### config.mk
export PLATFORM = sky130hd
export DESIGN_NAME = prio_lat_arb
export DESIGN_NICKNAME = d
export VERILOG_FILES = /design/src/rtl/arb_pkg.sv /design/src/rtl/arb_cfg.sv /design/src/rtl/arb_lat_cnt.sv /design/src/rtl/arb_pick.sv /design/src/rtl/prio_lat_arb.sv
export SDC_FILE = /design/constraint.sdc
export NUM_CORES = 1
export LEC_CHECK = 0
export BUFFER_PORTS_ARGS = -buffer_cell sky130_fd_sc_hd__clkbuf_2
export CORE_MARGIN = 10
export CORE_UTILIZATION = 50
export CTS_CLUSTER_DIAMETER = 40
export CTS_CLUSTER_SIZE = 16
export DETAILED_ROUTE_END_ITERATION = 8
export PLACE_DENSITY = 0.74
export SLEW_MARGIN = 10
export SYNTH_ARGS = -nofsm -noshare
export SYNTH_HDL_FRONTEND = slang
export SYNTH_HIERARCHICAL = 1
export SYNTH_SLANG_ARGS = --single-unit
### constraint.sdc
create_clock -name clk -period 2 [get_ports clk]
set_input_delay 0.1 -clock clk [delete_from_list [all_inputs] [get_ports clk]]
set_output_delay 0.1 -clock clk [all_outputs]
set_load 0.005 [all_outputs]
### src/rtl/arb_pkg.sv
package arb_pkg;
  localparam int NREQ      = 4;
  localparam int R_CPU     = 0;
  localparam int R_DMA     = 1;
  localparam int R_BRG     = 2;
  localparam int R_EXT     = 3;
  localparam int A_LATEN   = 0;
  localparam int A_CPUPRI  = 1;
  localparam int A_CFGBASE = 2;
  localparam int LAT_LSB   = 16;

  // Reset order: CPU, external, DMA, bridge
  function automatic int reset_prio(int idx);
    case (idx)
      R_CPU:   return 0;
      R_EXT:   return 1;
      R_DMA:   return 2;
      default: return 3;
    endcase
  endfunction
endpackage

### src/rtl/arb_cfg.sv
module arb_cfg
  import arb_pkg::*;
#(
  parameter int PRIO_W = 4,
  parameter int LAT_W  = 8,
  parameter int DATA_W = 32,
  parameter int ADDR_W = 3
) (
  input  logic                              clk,
  input  logic                              rst_n,
  input  logic                              wr,
  input  logic [ADDR_W-1:0]                 addr,
  input  logic [DATA_W-1:0]                 wdata,
  output logic [DATA_W-1:0]                 rdata,
  output logic [NREQ-1:0][PRIO_W-1:0]       prio,
  output logic [NREQ-1:0][LAT_W-1:0]        max_lat,
  output logic [NREQ-1:0]                   lat_en
);
  localparam int NLAT = NREQ - 1;

  logic [NREQ-1:0][PRIO_W-1:0] prio_q, prio_d;
  logic [NREQ-1:0][LAT_W-1:0]  max_q, max_d;
  logic [NLAT-1:0]             en_q, en_d;

  always_comb begin
    prio_d = prio_q;
    max_d  = max_q;
    en_d   = en_q;
    if (wr) begin
      if (addr == ADDR_W'(A_LATEN)) en_d = wdata[NLAT-1:0];
      if (addr == ADDR_W'(A_CPUPRI)) prio_d[R_CPU] = wdata[PRIO_W-1:0];
      for (int i = 1; i < NREQ; i++) begin
        if (addr == ADDR_W'(A_CFGBASE + i - 1)) begin
          prio_d[i] = wdata[PRIO_W-1:0];
          max_d[i]  = wdata[LAT_LSB +: LAT_W];
        end
      end
    end
  end

  always_ff @(posedge clk or negedge rst_n) begin
    if (!rst_n) begin
      for (int i = 0; i < NREQ; i++) begin
        prio_q[i] <= PRIO_W'(reset_prio(i));
        max_q[i]  <= '0;
      end
      en_q <= '0;
    end else if (wr) begin
      prio_q <= prio_d;
      max_q  <= max_d;
      en_q   <= en_d;
    end
  end

  always_comb begin
    rdata = '0;
    if (addr == ADDR_W'(A_LATEN)) rdata[NLAT-1:0] = en_q;
    if (addr == ADDR_W'(A_CPUPRI)) rdata[PRIO_W-1:0] = prio_q[R_CPU];
    for (int i = 1; i < NREQ; i++) begin
      if (addr == ADDR_W'(A_CFGBASE + i - 1)) begin
        rdata[PRIO_W-1:0]          = prio_q[i];
        rdata[LAT_LSB +: LAT_W]    = max_q[i];
      end
    end
  end

  assign prio    = prio_q;
  assign max_lat = max_q;
  assign lat_en  = {en_q, 1'b0};
endmodule

### src/rtl/arb_lat_cnt.sv
module arb_lat_cnt #(
  parameter int LAT_W = 8
) (
  input  logic             clk,
  input  logic             rst_n,
  input  logic             en,
  input  logic             pending,
  input  logic [LAT_W-1:0] max_lat,
  output logic             expired
);
  logic [LAT_W-1:0] cnt_q, cnt_d;
  logic             run;

  assign run = en & pending;

  always_comb begin
    cnt_d = cnt_q;
    if (!run)                 cnt_d = '0;
    else if (cnt_q < max_lat) cnt_d = cnt_q + 1'b1;
  end

  always_ff @(posedge clk or negedge rst_n) begin
    if (!rst_n) cnt_q <= '0;
    else        cnt_q <= cnt_d;
  end

  assign expired = run & (cnt_q >= max_lat);

  // an idle or disabled counter is back at zero one edge later
  p_clear_r5: assert property (@(posedge clk) disable iff (!rst_n)
    !run |=> (cnt_q == '0));
  // a disabled counter never reports expiry
  p_off_quiet_r8: assert property (@(posedge clk) disable iff (!rst_n)
    !en |-> !expired);
endmodule

### src/rtl/arb_pick.sv
module arb_pick
  import arb_pkg::*;
#(
  parameter int PRIO_W = 4
) (
  input  logic [NREQ-1:0]             req,
  input  logic [NREQ-1:0]             expired,
  input  logic [NREQ-1:0][PRIO_W-1:0] prio,
  output logic [NREQ-1:0]             win
);
  logic [NREQ-1:0]   cand;
  logic [PRIO_W-1:0] best;
  logic              found;

  always_comb begin
    cand  = (|(req & expired)) ? (req & expired) : req;
    best  = '1;
    found = 1'b0;
    win   = '0;
    for (int i = 0; i < NREQ; i++) begin
      if (cand[i] && (!found || prio[i] < best)) begin
        found  = 1'b1;
        best   = prio[i];
        win    = '0;
        win[i] = 1'b1;
      end
    end
  end
endmodule

### src/rtl/prio_lat_arb.sv
module prio_lat_arb
  import arb_pkg::*;
#(
  parameter int PRIO_W = 4,
  parameter int LAT_W  = 8,
  parameter int DATA_W = 32,
  parameter int ADDR_W = 3
) (
  input  logic              clk,
  input  logic              rst_n,
  input  logic [NREQ-1:0]   req,
  output logic [NREQ-1:0]   gnt,
  input  logic              cfg_wr,
  input  logic [ADDR_W-1:0] cfg_addr,
  input  logic [DATA_W-1:0] cfg_wdata,
  output logic [DATA_W-1:0] cfg_rdata
);
  logic [1:0] rst_sync_q;
  logic       rst_int_n;

  always_ff @(posedge clk or negedge rst_n) begin
    if (!rst_n) rst_sync_q <= '0;
    else        rst_sync_q <= {rst_sync_q[0], 1'b1};
  end
  assign rst_int_n = rst_sync_q[1];

  logic [NREQ-1:0][PRIO_W-1:0] prio;
  logic [NREQ-1:0][LAT_W-1:0]  max_lat;
  logic [NREQ-1:0]             lat_en;
  logic [NREQ-1:0]             expired;
  logic [NREQ-1:0]             win;
  logic [NREQ-1:0]             gnt_q, gnt_d;
  logic                        held;

  arb_cfg #(.PRIO_W(PRIO_W), .LAT_W(LAT_W), .DATA_W(DATA_W), .ADDR_W(ADDR_W)) i_cfg (
    .clk(clk), .rst_n(rst_int_n), .wr(cfg_wr), .addr(cfg_addr), .wdata(cfg_wdata),
    .rdata(cfg_rdata), .prio(prio), .max_lat(max_lat), .lat_en(lat_en)
  );

  assign expired[R_CPU] = 1'b0;
  for (genvar g = 1; g < NREQ; g++) begin : g_lat
    arb_lat_cnt #(.LAT_W(LAT_W)) i_cnt (
      .clk(clk), .rst_n(rst_int_n), .en(lat_en[g]),
      .pending(req[g] & ~gnt_q[g]), .max_lat(max_lat[g]), .expired(expired[g])
    );
  end

  arb_pick #(.PRIO_W(PRIO_W)) i_pick (
    .req(req), .expired(expired), .prio(prio), .win(win)
  );

  assign held = |(gnt_q & req);

  always_comb begin
    gnt_d = held ? gnt_q : win;
  end

  always_ff @(posedge clk or negedge rst_int_n) begin
    if (!rst_int_n) gnt_q <= '0;
    else            gnt_q <= gnt_d;
  end

  assign gnt = gnt_q;

  // never more than one grant
  p_onehot_r4: assert property (@(posedge clk) disable iff (!rst_int_n)
    $onehot0(gnt_q));
  // a grant whose owner still requests does not move
  p_hold_r4: assert property (@(posedge clk) disable iff (!rst_int_n)
    held |=> (gnt_q == $past(gnt_q)));
  // a free port with a pending request grants on the next edge
  p_no_idle_r3: assert property (@(posedge clk) disable iff (!rst_int_n)
    (!held && |req) |=> (|gnt_q));
  // a fresh grant always goes to a requester that asked
  p_fresh_to_req_r3: assert property (@(posedge clk) disable iff (!rst_int_n)
    (!held) |=> ((gnt_q & ~$past(req)) == '0));
  // an expired requester beats every non-expired one
  p_expired_first_r6: assert property (@(posedge clk) disable iff (!rst_int_n)
    (!held && |(expired & req)) |=> (|(gnt_q & $past(expired))));
endmodule

# Yosys cells after proc, flatten, opt, wreduce, memory -nomap -nowiden
# Index checks and enable logic that the tools add are counted.
# op_classes
magnitude_cmp	9
reduce_logical	17
mux	25
addsub	3
n_bitwise	14
eq_ne	7
# op_table
op	count
2-to-1 mux 8 bit	9
2-to-1 mux 4 bit	11
adder 8 x 1 -> 8 bit, second input constant	3
>= comparator 8 bit	3
< comparator 8 bit	3
< comparator 4 bit	3
AND reduction 2 bit	5
bitwise AND 1 bit	9
bitwise AND 4 bit	2
OR reduction 4 bit	2
equality test 3 x 2 -> 1 bit, second input constant	2
!= test 2 bit, second input constant	3
2-to-1 mux 1 bit	4
equality test 3 x 1 -> 1 bit, second input constant	1
equality test 3 bit, second input constant	1
logical AND 1 bit	3
logical NOT 1 bit	3
logical NOT 3 bit	1
logical OR 1 bit	3
2-to-1 mux 3 bit	1
inverter 1 bit	3
# word_totals
reg_bits	73
output_inout_bits	36
wordCells	88
in_bits	42

# Logic depth before layout (Yosys ltp)
# depth
ltp_word	20
mapped_depth	33

# Hierarchy
# The synthesis kept the hierarchy.
# by_module_without_submodules
mod	area_per_inst_um2	cells_per_inst	instances
arb_cfg	2302.2	183	1
arb_lat_cnt	644.4	74	3
arb_pick	603.1	80	1
prio_lat_arb	256.5	18	1

# Worst setup path after synthesis
# OpenSTA, ideal clock, no wires.
# synth_timing
path_type	flip-flop to flip-flop
startpoint	reg g_lat[2].i_cnt.cnt_q[1]
endpoint	reg gnt_q[1] (netlist: gnt[1])
t_arrival_ns	6.159
path_stages_with_launch	29
path_slack_ns	-4.286
period_less_slack_ns	6.286
n_path_buf	1
required_time_ns	1.873
cell_sequence	dfrtp_1 ha_1 nor2b_4 o211ai_2 a21oi_2 buf_2 nor3_1 nor2_1 a222oi_1 o21ai_0 nor2_1 ha_1 o21ai_0 a211o_1 and2_1 o21ai_1 mux2_2 ha_1 a2111oi_2 a31oi_4 mux2_4 ha_1 a21oi_1 nor2b_1 o22ai_1 nor4b_1 o2bb2ai_1 nor3b_1 mux2_1
# synth_between
elab_chain_len	18
# synth_lines
element	line	rtl
start: declaration	arb_lat_cnt.sv:11	logic [LAT_W-1:0] cnt_q, cnt_d;
start signal: assignment	arb_lat_cnt.sv:24	else cnt_q <= cnt_d;
>= comparator 8 bit (*)	arb_lat_cnt.sv:27	assign expired = run & (cnt_q >= max_lat);
bitwise AND 1 bit (*)	arb_lat_cnt.sv:27	
net expired[2]	prio_lat_arb.sv:30	logic [NREQ-1:0] expired;
bitwise AND 4 bit (*)	arb_pick.sv:16	cand = (|(req & expired)) ? (req & expired) : req;
OR reduction 4 bit	arb_pick.sv:16	
2-to-1 mux 4 bit (*)	arb_pick.sv:16	
2-to-1 mux 4 bit / 2-to-1 mux 1 bit (equally long branches)	arb_pick.sv:21	if (cand[i] && (!found || prio[i] < best)) begin
< comparator 4 bit / logical NOT 1 bit (equally long branches)	arb_pick.sv:21	
(+4 left out)	--	
logical OR 1 bit	arb_pick.sv:21	
logical AND 1 bit	arb_pick.sv:21	
2-to-1 mux 4 bit / 2-to-1 mux 1 bit (equally long branches)	arb_pick.sv:21	
< comparator 4 bit / logical NOT 1 bit (equally long branches)	arb_pick.sv:21	
logical OR 1 bit	arb_pick.sv:21	
logical AND 1 bit	arb_pick.sv:21	
2-to-1 mux 4 bit (*)	arb_pick.sv:21	
net win[1]	prio_lat_arb.sv:31	logic [NREQ-1:0] win;
end signal: assignment	prio_lat_arb.sv:60	else gnt_q <= gnt_d;
end: declaration	prio_lat_arb.sv:32	logic [NREQ-1:0] gnt_q, gnt_d;
# The timed path passes the listed nets; every way through them passes the cells marked *.
# A chain may end at the register's enable or synchronous reset.

# Final worst setup path
# layout_timing
startpoint	reg i_cfg.max_q, in the netlist i_cfg/max_lat[25]
endpoint	reg gnt_q[0] (netlist: gnt[0])
# layout_between
elab_chain_len	18
# layout_lines
element	line	rtl
start: declaration	arb_cfg.sv:22	logic [NREQ-1:0][LAT_W-1:0] max_q, max_d;
start signal: assignment	arb_cfg.sv:50	max_q <= max_d;
>= comparator 8 bit (*)	arb_lat_cnt.sv:27	
bitwise AND 1 bit (*)	arb_lat_cnt.sv:27	
net expired[3]	prio_lat_arb.sv:30	
bitwise AND 4 bit (*)	arb_pick.sv:16	
OR reduction 4 bit	arb_pick.sv:16	
2-to-1 mux 4 bit (*)	arb_pick.sv:16	
2-to-1 mux 4 bit / 2-to-1 mux 1 bit (equally long branches)	arb_pick.sv:21	
< comparator 4 bit / logical NOT 1 bit (equally long branches)	arb_pick.sv:21	
(+4 left out)	--	
logical OR 1 bit	arb_pick.sv:21	
logical AND 1 bit	arb_pick.sv:21	
2-to-1 mux 4 bit / 2-to-1 mux 1 bit (equally long branches)	arb_pick.sv:21	
< comparator 4 bit / logical NOT 1 bit (equally long branches)	arb_pick.sv:21	
logical OR 1 bit	arb_pick.sv:21	
logical AND 1 bit	arb_pick.sv:21	
2-to-1 mux 4 bit (*)	arb_pick.sv:21	
net win[0]	prio_lat_arb.sv:31	
# Marked as above.

==> Flow_metrics.wiki <==
{| class="wikitable"
! Metric !! Value
|-
| Count of inserted antenna diode cells || 0
|-
| CTS Root Cell || sky130_fd_sc_hd__clkbuf_8
|-
| Worst setup slack after layout || -3.95 ns
|-
| Die Y-Extent || 120 um
|-
| Post-route cell area || roughly 6700 um2
|-
| Skew final || 0.00503 ns
|-
| Number of port buffers || 37
|-
| Vias/cell || 5.70
|-
| Starting density of the core || 51.4%
|-
| Endpoint required time on the critical path || 2.25 ns
|-
| Count of clock tree sinks || 73
|-
| Leakage power figure || 3.18 nW
|-
| Cell Rows || 36
|-
| Synthesis warning total || 6
|-
| Type of origin of the critical path || flop
|-
| Number of filler cells placed in the layout || 710
|-
| Slew HR || 66.4%
|-
| WS Path Type || flop to flop
|-
| Total cell area at the placement stage || 6120 um2
|-
| Post-layout power || 0.00551 W
|-
| Final number of hold-violating endpoints || 0
|-
| Maximum vdd ir drop || ~0.52 mV
|-
| Final setup violation count || 4
|-
| WL/cell || ~19 um
|-
| Number of antenna violations at the first check in global routing || 0
|-
| FMAX || 168 MHz
|-
| Pin count of the biggest net entering global routing || 53
|-
| Setup repair after global routing missed its margin || yes
|-
| Cells after Synth || 494
|-
| Number of buffers created by CTS || 9
|-
| Number of design-rule violations left by the first detailed-router iteration || between 300 and 400
|-
| Cell class contributing the biggest share of worst-path delay || compound AO/OA/AOI/OAI gates
|-
| Pins Over Slew Limit || 0
|-
| Total grt overflow || 0
|-
| Average footprint of a synthesized cell || 10.2 um2
|-
| Remaining DRCs || 0
|-
| Number of global-route vias before repair || 4,581
|-
| Vias || 4,528
|-
| Worst hold slack || 0.00989 ns
|-
| Net count of the finished layout || 733
|-
| Fraction of the cycle the final worst path needs || 297%
|-
| Detail Route Antenna Nets || 0
|-
| Half-perimeter wire length after detailed placement || around 10,000 um
|-
| Wire length of the first global-routing pass || 22,600 um
|-
| Run status || finished, violations left
|-
| Maxcap violations || 0
|-
| Routability Congestion || 0.919
|-
| Number of buffer and inverter stages on the critical path || 1
|-
| Fraction of the core area covered by cells at the end of the flow || a little under 70%
|-
| TritonCTS clock tree || done
|-
| Fraction of final layout cells with drive strength greater than 1 || 44.0%
|-
| PD cells || ~830 nW/um2
|-
| Tmin final || 5.95 ns
|-
| Latest clock arrival within the worst-skew pair || 0.36 ns
|-
| Largest fanout of any net on the critical path || 4
|-
| Kind of end point of the critical path || flop
|-
| H-tree lvl count || 3
|-
| Total standard cell area after synthesis || 5030 um2
|-
| Area Overhead vs Synth || 32.7%
|-
| Full die area || 14,500 um2
|-
| Arrival time at the worst endpoint || about 6.2 ns
|-
| Number of placed I/O pins || between 70 and 80
|-
| Clock slew at the register clock pins of the worst setup and hold paths || 0.08 ns
|-
| Wire length reported by the detailed router || 14,700 um
|-
| Bufs on Longest Clock Path || 2
|-
| Violated checks || setup timing
|-
| Core outline area || 9770 um2
|-
| Die width || 120 um
|-
| Pre-Repair DR Iteration Count || 5
|-
| Largest stage delay, worst path || 0.41 ns
|-
| Total track usage || 19.1%
|-
| Master of the slowest instance on the critical path || sky130_fd_sc_hd__a222oi_1
|-
| Path class of the lowest-slack min-delay path || primary input to flop
|-
| Worst-Margin Slew || 0.502 ns
|}
[stage by stage]
stage          cells  setup slack, ns  setup TNS [ns]
2_1_floorplan    516            -2.76          -10.86
3_3_place_gp     760            -3.78          -14.93
3_5_place_dp     760            -4.04          -15.97
4_1_cts          787            -3.83          -15.34
5_1_grt          795            -4.21          -16.82
6_report         795            -3.95          -15.67
[state kept, by name, indices dropped and copies added, names as in the netlist]
name,cells
g_lat.i_cnt/cnt_q,24
i_cfg/max_lat,24
i_cfg/prio,16
gnt,4
i_cfg/en_q,3
rst_sync_q,2
[layer usage]
metal	up-vias	global-route usage [%]	part of all wire, %
met4	0	7.99	2.4
met3	31	4.65	6.7
met1	2223	22.8	41
met5	-	0	0
met2	159	32.2	50
li1	2115	-	-
[final timing paths]
path / endpoint / cells after the start / slack, ns / start
worst max-delay path: gnt[0] / 28 / -3.95 / i_cfg/max_lat[25]
worst min-delay path: i_cfg/max_lat[18] / 2 / 0.01 / cfg_wdata[18]
worst max register to register: gnt[0] / 28 / -3.95 / i_cfg/max_lat[25]
worst min register to register: i_cfg/en_q[0] / 0 / 0.22 / rst_sync_q[1]
max in group asynchronous: gnt[0] / 1 / 1.14 / rst_sync_q[1]
min in group asynchronous: rst_sync_q[1] / 2 / 0.05 / rst_n
[repair_timing]
| item | CTS | global route |
|---|---|---|
| hold buffers | 2 | 0 |
| gates cloned | 0 | 0 |
| endpoints found under the hold margin | 3 | 0 |
| buffers inserted | 9 | 10 |
| endpoints found under the setup margin | 6 | 21 |
| resized for setup | 19 | 31 |
| pin swaps | 23 | 23 |
[worst register-to-register path, delay by kind of cell (launching register included)]
kind                       cells  cell delay, ns
and+or+nand+nor                8            1.20
AOI/OAI and AO/OA             12            2.34
DFF                            1            0.39
muxes                          3            0.97
adders and majority gates      4            0.88
buffers and inverters          1            0.08
[layout make-up]
type	instances	area, um2	area share (%)
timing repair buffer	162	1150	17.2
multi-input combinational	379	3240	48.5
clock inverter	3	17.5	0.263
tap	133	166	2.49
inverter	32	120	1.80
sequential	73	1830	27.5
clock buffer	13	149	2.23
[where the power goes]
group	internal [W]	switching, W	total [W]
Sequential	0.00174	0.000215	0.00195
Combinational	0.00135	0.00113	0.00248
Clock	0.000483	0.000593	0.00108
[cells in the final DEF, fill, tap and decap left out, types with 9 or more instances in the layout]
cell and count:
sky130_fd_sc_hd__buf_4 120, sky130_fd_sc_hd__dfrtp_1 68, sky130_fd_sc_hd__clkbuf_2 37, sky130_fd_sc_hd__nand2_1 32, sky130_fd_sc_hd__inv_1 30, sky130_fd_sc_hd__ha_1 25, sky130_fd_sc_hd__conb_1 25, sky130_fd_sc_hd__mux2_2 24
sky130_fd_sc_hd__o21ai_0 23, sky130_fd_sc_hd__mux2_4 18, sky130_fd_sc_hd__a21oi_2 17, sky130_fd_sc_hd__a21oi_1 16, sky130_fd_sc_hd__nand4_1 15, sky130_fd_sc_hd__mux2i_1 13, sky130_fd_sc_hd__clkbuf_8 10, sky130_fd_sc_hd__nand2b_1 10
sky130_fd_sc_hd__o211ai_1 10, sky130_fd_sc_hd__o21ai_1 9, sky130_fd_sc_hd__nor2_1 9, sky130_fd_sc_hd__or3_1 9, sky130_fd_sc_hd__ha_4 9
(Power assumes the default switching activity.)
